File: src/rtl/usb_ls_tx_pkg.sv
package usb_ls_tx_pkg;

  typedef enum logic [2:0] {
    TX_IDLE,
    TX_PRE,
    TX_DATA,
    TX_SE0,
    TX_TAIL
  } tx_state_e;

  localparam logic [7:0] SYNC_PATTERN = 8'h80;
  localparam int         STUFF_LIMIT  = 6;

endpackage

File: src/rtl/usb_ls_tx_baud.sv
module usb_ls_tx_baud #(
  parameter int BIT_CLKS = 32
) (
  input  logic clk,
  input  logic rst_n,
  input  logic clr,
  input  logic en,
  output logic tick
);
  localparam int CW = (BIT_CLKS > 1) ? $clog2(BIT_CLKS) : 1;

  logic [CW-1:0] cnt_q, cnt_d;

  assign tick = en && (cnt_q == CW'(BIT_CLKS - 1));

  always_comb begin
    cnt_d = cnt_q;
    if (clr)
      cnt_d = '0;
    else if (en)
      cnt_d = tick ? '0 : cnt_q + CW'(1);
  end

  always_ff @(posedge clk or negedge rst_n) begin
    if (!rst_n) cnt_q <= '0;
    else        cnt_q <= cnt_d;
  end
endmodule

File: src/rtl/usb_ls_tx_stuff.sv
module usb_ls_tx_stuff #(
  parameter int RUN = 6
) (
  input  logic clk,
  input  logic rst_n,
  input  logic clr,
  input  logic bit_done,
  input  logic bit_val,
  output logic need_stuff
);
  localparam int RW = $clog2(RUN + 1);

  logic [RW-1:0] run_q, run_d;

  assign need_stuff = bit_done && bit_val && (run_q == RW'(RUN - 1));

  always_comb begin
    run_d = run_q;
    if (clr)
      run_d = '0;
    else if (bit_done)
      run_d = (!bit_val || need_stuff) ? '0 : run_q + RW'(1);
  end

  always_ff @(posedge clk or negedge rst_n) begin
    if (!rst_n) run_q <= '0;
    else        run_q <= run_d;
  end
endmodule

File: src/rtl/usb_ls_tx_line.sv
module usb_ls_tx_line (
  input  logic clk,
  input  logic rst_n,
  input  logic set_j,
  input  logic toggle,
  output logic lvl_j
);
  logic lvl_d;

  always_comb begin
    lvl_d = lvl_j;
    if (set_j)       lvl_d = 1'b1;
    else if (toggle) lvl_d = ~lvl_j;
  end

  always_ff @(posedge clk or negedge rst_n) begin
    if (!rst_n) lvl_j <= 1'b1;
    else        lvl_j <= lvl_d;
  end
endmodule

File: src/rtl/usb_ls_tx.sv
module usb_ls_tx
  import usb_ls_tx_pkg::*;
#(
  parameter int BIT_CLKS = 32,
  parameter int CNT_W    = 4
) (
  input  logic             clk,
  input  logic             rst_n,
  input  logic             start_i,
  input  logic [CNT_W-1:0] nbytes_i,
  output logic             byte_req_o,
  input  logic [7:0]       byte_i,
  output logic             dp_o,
  output logic             dm_o,
  output logic             oe_o,
  output logic             done_o
);
  localparam logic [2:0] LAST_BIT = 3'd7;

  // reset: asserted asynchronously, released on the clock
  logic rst_meta, rst_ns;
  always_ff @(posedge clk or negedge rst_n) begin
    if (!rst_n) begin
      rst_meta <= 1'b0;
      rst_ns   <= 1'b0;
    end else begin
      rst_meta <= 1'b1;
      rst_ns   <= rst_meta;
    end
  end

  tx_state_e        state_q, state_d;
  logic [7:0]       shreg_q, shreg_d;
  logic [2:0]       bidx_q, bidx_d;
  logic [CNT_W-1:0] left_q, left_d;
  logic [7:0]       nxt_q, nxt_d;
  logic             req_q, req_d;
  logic             fetch_q;
  logic             stuff_q, stuff_d;
  logic             ph_q, ph_d;
  logic             done_q, done_d;

  logic tick_w, need_stuff, bit_done, set_j, toggle, lvl_j, start_ok;

  assign start_ok = (state_q == TX_IDLE) && start_i;

  usb_ls_tx_baud #(.BIT_CLKS(BIT_CLKS)) baud_i (
    .clk  (clk),
    .rst_n(rst_ns),
    .clr  (start_ok),
    .en   (state_q != TX_IDLE),
    .tick (tick_w)
  );

  usb_ls_tx_stuff #(.RUN(STUFF_LIMIT)) stuff_i (
    .clk       (clk),
    .rst_n     (rst_ns),
    .clr       (start_ok),
    .bit_done  (bit_done),
    .bit_val   (shreg_q[0]),
    .need_stuff(need_stuff)
  );

  usb_ls_tx_line line_i (
    .clk   (clk),
    .rst_n (rst_ns),
    .set_j (set_j),
    .toggle(toggle),
    .lvl_j (lvl_j)
  );

  assign bit_done = (state_q == TX_DATA) && tick_w && !stuff_q;

  // next-state logic
  always_comb begin
    state_d = state_q;
    shreg_d = shreg_q;
    bidx_d  = bidx_q;
    left_d  = left_q;
    stuff_d = stuff_q;
    ph_d    = ph_q;
    req_d   = 1'b0;
    done_d  = 1'b0;
    set_j   = 1'b0;
    toggle  = 1'b0;
    nxt_d   = fetch_q ? byte_i : nxt_q;

    unique case (state_q)
      TX_IDLE: begin
        if (start_i) begin
          state_d = TX_PRE;
          shreg_d = SYNC_PATTERN;
          bidx_d  = '0;
          left_d  = nbytes_i;
          stuff_d = 1'b0;
          set_j   = 1'b1;
        end
      end
      TX_PRE: begin
        if (tick_w) begin
          state_d = TX_DATA;
          toggle  = ~shreg_q[0];
        end
      end
      TX_DATA: begin
        if (tick_w) begin
          if (!stuff_q && need_stuff) begin
            stuff_d = 1'b1;
            toggle  = 1'b1;
          end else begin
            stuff_d = 1'b0;
            if (bidx_q == LAST_BIT) begin
              if (left_q == '0) begin
                state_d = TX_SE0;
                ph_d    = 1'b0;
              end else begin
                shreg_d = nxt_q;
                bidx_d  = '0;
                left_d  = left_q - CNT_W'(1);
                toggle  = ~nxt_q[0];
              end
            end else begin
              shreg_d = {1'b0, shreg_q[7:1]};
              bidx_d  = bidx_q + 3'd1;
              toggle  = ~shreg_q[1];
              if (bidx_q == LAST_BIT - 3'd1 && left_q != '0)
                req_d = 1'b1;
            end
          end
        end
      end
      TX_SE0: begin
        if (tick_w) begin
          if (ph_q) begin
            state_d = TX_TAIL;
            set_j   = 1'b1;
          end else begin
            ph_d = 1'b1;
          end
        end
      end
      TX_TAIL: begin
        if (tick_w) begin
          state_d = TX_IDLE;
          done_d  = 1'b1;
        end
      end
      default: state_d = TX_IDLE;
    endcase
  end

  // registers
  always_ff @(posedge clk or negedge rst_ns) begin
    if (!rst_ns) begin
      state_q <= TX_IDLE;
      shreg_q <= '0;
      bidx_q  <= '0;
      left_q  <= '0;
      nxt_q   <= '0;
      req_q   <= 1'b0;
      fetch_q <= 1'b0;
      stuff_q <= 1'b0;
      ph_q    <= 1'b0;
      done_q  <= 1'b0;
    end else begin
      state_q <= state_d;
      shreg_q <= shreg_d;
      bidx_q  <= bidx_d;
      left_q  <= left_d;
      nxt_q   <= nxt_d;
      req_q   <= req_d;
      fetch_q <= req_q;
      stuff_q <= stuff_d;
      ph_q    <= ph_d;
      done_q  <= done_d;
    end
  end

  // line mapping: J = dp 0 / dm 1, K = dp 1 / dm 0
  always_comb begin
    oe_o = 1'b0;
    dp_o = 1'b0;
    dm_o = 1'b0;
    unique case (state_q)
      TX_PRE:  dm_o = 1'b1;
      TX_DATA: begin
        oe_o = 1'b1;
        dp_o = ~lvl_j;
        dm_o = lvl_j;
      end
      TX_SE0:  oe_o = 1'b1;
      TX_TAIL: begin
        oe_o = 1'b1;
        dm_o = 1'b1;
      end
      default: ;
    endcase
  end

  assign byte_req_o = req_q;
  assign done_o     = done_q;

endmodule

File: config.mk
export PLATFORM = sky130hd
export DESIGN_NAME = usb_ls_tx
export DESIGN_NICKNAME = d
export VERILOG_FILES = /design/src/rtl/usb_ls_tx_pkg.sv /design/src/rtl/usb_ls_tx_baud.sv /design/src/rtl/usb_ls_tx_stuff.sv /design/src/rtl/usb_ls_tx_line.sv /design/src/rtl/usb_ls_tx.sv
export SDC_FILE = /design/constraint.sdc
export NUM_CORES = 1
export LEC_CHECK = 0
export ABC_CLOCK_PERIOD_IN_PS = 4019
export BUFFER_PORTS_ARGS = -buffer_cell sky130_fd_sc_hd__buf_4
export CORE_MARGIN = 3
export CORE_UTILIZATION = 40
export DETAILED_ROUTE_END_ITERATION = 7
export HOLD_SLACK_MARGIN = 0.15
export PLACE_DENSITY = 0.64
export SYNTH_ARGS = -nofsm -noshare
export SYNTH_HDL_FRONTEND = slang
export SYNTH_SLANG_ARGS = --single-unit
File: constraint.sdc
create_clock -name clk -period 4.02 [get_ports clk]
set_input_delay 0.402 -clock clk [delete_from_list [all_inputs] [get_ports clk]]
set_output_delay 0.402 -clock clk [all_outputs]
set_load 0.005 [all_outputs]
# Word level (Yosys, flattened, before mapping)
# Cells that the tools add are included.
# word_totals
register_bits,42
out_inout_bits,5
elab_cells,135
# op_classes
add_sub_neg,4
n_eq_ne,19
mux,66
n_bitwise,4
n_reduce_logical,27
# op_table
operator,n
$mux 3,17
$mux 8,5
$mux 1,27
$mux 4,5
$pmux 8 s2,1
$mux 5,3
$pmux 3 s5,1
$eq 3x3->1 const B,4
$ne 2x1->1 const B,6
$reduce_and 6->1,2
$pmux 1 s2,5
$reduce_bool 2->1,5
$reduce_and 9->1,1
$logic_and 1x1->1,8
$ne 2x2->1 const B,4
$pmux 4 s2,1
$add 3x1->3 const B,2
$eq 3x2->1 const B,2
$pmux 3 s2,1
$add 5x1->5 const B,1
$eq 5x5->1 const B,1
$reduce_and 5->1,1
$logic_not 4->1,1
$not 1->1,4
11 further kinds,12

# Depth between registers and ports, before layout
# depth
depth_word,12
depth_mapped,10
ltp_nobuf,8

# By module
# A second synthesis with hierarchy kept.
# hier_totals
cells_unflattened,213
area_unflattened_um2,2306.0
# modules_own_cells
mod,n_inst,cells_per_inst,area_each_um2,seq_area_each_um2
usb_ls_tx,1,163,1804.2,825.8
usb_ls_tx_baud,1,27,272.8,125.1
usb_ls_tx_stuff,1,20,187.7,75.1
usb_ls_tx_line,1,3,41.3,26.3

# Worst setup path after synthesis
# OpenSTA, ideal clock, no wires.
# synth_timing
path_type,reg2reg
from,register baud_i.cnt_q[0]
to,register left_q[0]
t_arrival_ns,1.978
required_ns,3.887
path_slack_ns,1.909
path_stages_with_launch,10
synth_period_minus_slack_ns,2.111
cell_sequence,dfrtp_1 ha_1 and3_1 ha_1 clkbuf_2 nor4b_2 nand3_1 nand3_1 mux2i_1 o21ai_0
# synth_between
elab_chain_cells,9
# synth_lines
element,line,source
from (decl),usb_ls_tx_baud.sv:12,"logic [CW-1:0] cnt_q, cnt_d;"
from (signal assigned),usb_ls_tx_baud.sv:26,else cnt_q <= cnt_d;
$eq 5x5->1 (*),usb_ls_tx_baud.sv:14,assign tick = en && (cnt_q == CW'(BIT_CLKS - 1));
$logic_and 1x1->1 (*),usb_ls_tx_baud.sv:14,
$logic_and 1x1->1 (2 in a row),usb_ls_tx.sv:72,assign bit_done = (state_q == TX_DATA) && tick_w && !stuff_q;
$logic_and 1x1->1 (2 in a row),usb_ls_tx_stuff.sv:15,assign need_stuff = bit_done && bit_val && (run_q == RW'(RUN - 1));
$logic_and 1x1->1,usb_ls_tx.sv:107,if (!stuff_q && need_stuff) begin
$ne 2x2->1 (no source line),--,
$reduce_and 6->1 (no source line) (*),--,
to (signal assigned),usb_ls_tx.sv:169,left_q <= left_d;
to (decl),usb_ls_tx.sv:35,"logic [CNT_W-1:0] left_q, left_d;"
# Every way passes the cells marked *; elsewhere a longest branch is shown, timed or not.
# A chain may end at the register's enable or synchronous reset.

# Worst setup path after layout
# layout_timing
from,register baud_i.cnt_q[1]
to,register bidx_q[2]
# layout_between
elab_chain_cells,9
# layout_lines
element,line,source
$eq 5x5->1 (*),usb_ls_tx_baud.sv:14,
$logic_and 1x1->1 (*),usb_ls_tx_baud.sv:14,
$logic_and 1x1->1 (2 in a row),usb_ls_tx.sv:72,
$logic_and 1x1->1 (2 in a row),usb_ls_tx_stuff.sv:15,
$logic_and 1x1->1,usb_ls_tx.sv:107,
$ne 2x2->1 (no source line),--,
$reduce_and 5->1 (no source line) (*),--,
to (signal assigned),usb_ls_tx.sv:168,bidx_q <= bidx_d;
to (decl),usb_ls_tx.sv:34,"logic [2:0] bidx_q, bidx_d;"
# Marked as above.

==> impl_metrics.ini <==
[status]
outcome = completed

[worst_hold_path]
min_path_type = reg -> async

[die]
core_region_area_um2 = 5170
num_rows = 26
die_h_um = 79.4
start_util_pct = 41.7
ioPinCount = 20
die_area_um2 = 6310
die_w_um = 79.4

[power]
p_seq_share_pct = 44.6
internal_power_uw = 910
p_clk_share_pct = 19.4
switching_share_pct = 38.7
powerDensity_nw_per_um2 = 609
p_comb_share_pct = 36.1
irDropWorstVdd_v = 0.000277
total_power_mw = 1.48
cellLeakagePower_nw = 1.11
switching_power_uw = 574

[yosys]
yosysWarnings = 0
syn_nets = 237
yosysMostFrequentCell = dfrtp_1
synth_top_area_cell = dfrtp_1
yosys-top-cells-count = 41 x dfrtp_1, 24 x nand2_1, 20 x o21ai_0
synth_area_um2 = 2160
yosysUniqueCellTypes = 47
synth_ff_type = dfrtp_1
synth_seq_cells = 42
syn_inst = 214
synth-edff-count = 0
async_flop_share_pct = 100
synth.area.top_cells = dfrtp_1 48%, mux2_2 4.7%, ha_1 4.6%, mux2i_1 4.6%, o21ai_0 4.6%
synth_top_area_share_pct = 47.6
synth_seq_area_share_pct = 48.8
syn-mean-instance-area_um2 = 10.1

[job]
maxCapViolCount = 0

[clock_tree]
post-cts-setup-buffers = 0
clock_sinks = 42
cts_max_level = 2
clk_latency_ps = 300
cts-buffers-inserted = 5
cts-root-buf = clkbuf_8
cts_tree = yes
clkTransAtPathRegs_ps = 80
ctsResizeCount = 0
hold_buffers = 1
cts_buffer_depth = 2

[detailed_routing]
wl_met3_um = 135
detailroute.via_count = 1554
postRouteAntennaNets = 0
wire_per_inst_um = 13.6
drt-initial-drc-count = 90
viasPerCell = 5.16
first_pass_iters = 4
m1WireLength_mm = 2.06
wl_mm = 4.11
drc = 0
wl_met2_mm = 1.85
top_layer = met4

[setup_path]
criticalPathCategory = reg -> reg
r2r-start = baud_i.cnt_q[1]$_DFFE_PN0P_
rr_endpoint = bidx_q[2]$_DFFE_PN0P_
cp_max_fo = 21
cp.arrival_ps = 2820
crit_path_max_incr_delay_ps = 580
path_cells = ha_1, and3_1, ha_1, nor4b_2, nand3_1, nand3_1, o21ai_0
critPathRequiredTime_ps = 4170
r2r_setup_slack_ps = 1350
end_kind = flop
cp_slowest_cell = nand3_1
r2r_cells = 7
start_kind = flop

[sta]
maxSlewHeadroom_pct = 53.4
post-route-period-util_pct = 66.5
max_freq_mhz = 374
tns_ps = 0
fin_skew_ps = 6.94
period_minus_slack_ps = 2670
hold_viol_final = 0
rsz0062_at_grt = no
tightestPinTransition_ps = 697
setup_viol = 0
maxSlewViolCount = 0

[layout]
fin_nets = 253
drive_gt1_share_pct = 17.7
final_cells = 301
nFillCells = 493
syn2layout_area_growth_pct = 13.1
diodes = 0

[grt]
grt_pass1_vias = 1458
grt_max_degree = 28
track_usage_pct = 14.2
grt_pass1_wl_mm = 7.04
antenna_found_initial = 0
overflow = 0

[placed_design]
dp_hpwl_mm = 2.88
portBuffers = 19
gp_congestion = 0.789
placed_cells = 292
-- cell families after synthesis --
logic type	Yosys count	synth area share, %
xor gates and xnor gates	3	1.22
other	1	0.174
DFF	42	48.8
and+or+nand+nor	72	17.3
AOI/OAI and AO/OA	48	14.2
adders and majority gates	8	4.64
muxes	19	9.34
buffers and inverters	21	4.41
-- power by group through the flow --
stage / clock network (mW) / registers [mW] / logic, mW
after floorplan: 0 / 0.606 / 0.477
after CTS: 0.301 / 0.660 / 0.544
final: 0.287 / 0.661 / 0.535
after global placement: 0 / 0.665 / 0.530
after detailed placement: 0 / 0.669 / 0.542
after global routing: 0.309 / 0.682 / 0.625
-- per-layer routing --
layer,vias to the layer above,global-route usage [%]
met5,-,0
met4,0,5.67
li1,788,-
met1,739,19.3
met2,20,21.9
met3,7,3.50
-- through the flow --
step / hold WS (ps) / setup slack [ps] / utilization, % / area, um^2
6_report: 228 / 1350 / 47.1 / 2440
3_5_place_dp: 185 / 1350 / 45.1 / 2330
3_3_place_gp: 185 / 1450 / 45.1 / 2330
4_1_cts: 253 / 1330 / 47.1 / 2440
5_1_grt: 285 / 1010 / 47.1 / 2440
2_1_floorplan: 106 / 1910 / - / 2160
-- worst max-delay path by stage --
stage	slack [ps]	cells after the start	start	end
3_5_place_dp	1350	7	baud_i.cnt_q[0]$_DFFE_PN0P_	bidx_q[2]$_DFFE_PN0P_
3_3_place_gp	1450	7	baud_i.cnt_q[0]$_DFFE_PN0P_	shreg_q[7]$_DFFE_PN0P_
6_report	1350	7	baud_i.cnt_q[1]$_DFFE_PN0P_	bidx_q[2]$_DFFE_PN0P_
2_1_floorplan	1910	9	baud_i.cnt_q[0]$_DFFE_PN0P_	left_q[0]$_DFFE_PN0P_
5_1_grt	1010	7	baud_i.cnt_q[1]$_DFFE_PN0P_	bidx_q[2]$_DFFE_PN0P_
4_1_cts	1330	7	baud_i.cnt_q[0]$_DFFE_PN0P_	bidx_q[2]$_DFFE_PN0P_
-- sequential cells by signal, summed over array words and instances, names as in the netlist --
signal and count:
bidx_q 3, rst_ns 1, nxt_q 8, byte_req_o 1
rst_meta 1, left_q 4, state_q 3, baud_i.cnt_q 5
fetch_q 1, stuff_i.run_q 3, ph_q 1, stuff_q 1
done_o 1, shreg_q 8, line_i.lvl_j 1
-- critical path, delay by kind of cell (launching register included) --
kind | cells | cell delay, ps
AOI/OAI and AO/OA | 1 | 200
adders and majority gates | 2 | 500
DFF | 1 | 380
and+or+nand+nor | 4 | 1440
-- layout by cell type (no fill, tap or decap), types with 2 or more instances in the layout --
| cell type | count |
|---|---|
| nor3_1 | 3 |
| nand2_1 | 24 |
| a22o_1 | 3 |
| o21ai_0 | 20 |
| nand3b_1 | 3 |
| clkbuf_8 | 6 |
| nor2_1 | 15 |
| buf_4 | 20 |
| nor2b_1 | 2 |
| mux2i_1 | 10 |
| a22oi_1 | 2 |
| dfrtp_1 | 41 |
| a21oi_1 | 5 |
| ha_1 | 8 |
| xnor2_1 | 2 |
| nand3_1 | 9 |
| nor3b_1 | 3 |
| and3_1 | 3 |
| inv_1 | 9 |
| mux2_2 | 9 |
| o31ai_1 | 8 |
-- final cells by class --
type	instances	area [um^2]	area share, %
clock inverters	2	12.5	0.513
repair buffers	21	160	6.57
flip-flops and latches	42	1050	43.2
well taps	70	87.6	3.59
multi-input cells	151	1010	41.4
clock buffers	6	82.6	3.39
inverters	9	33.8	1.39
Power figures use the tool's default switching activity.
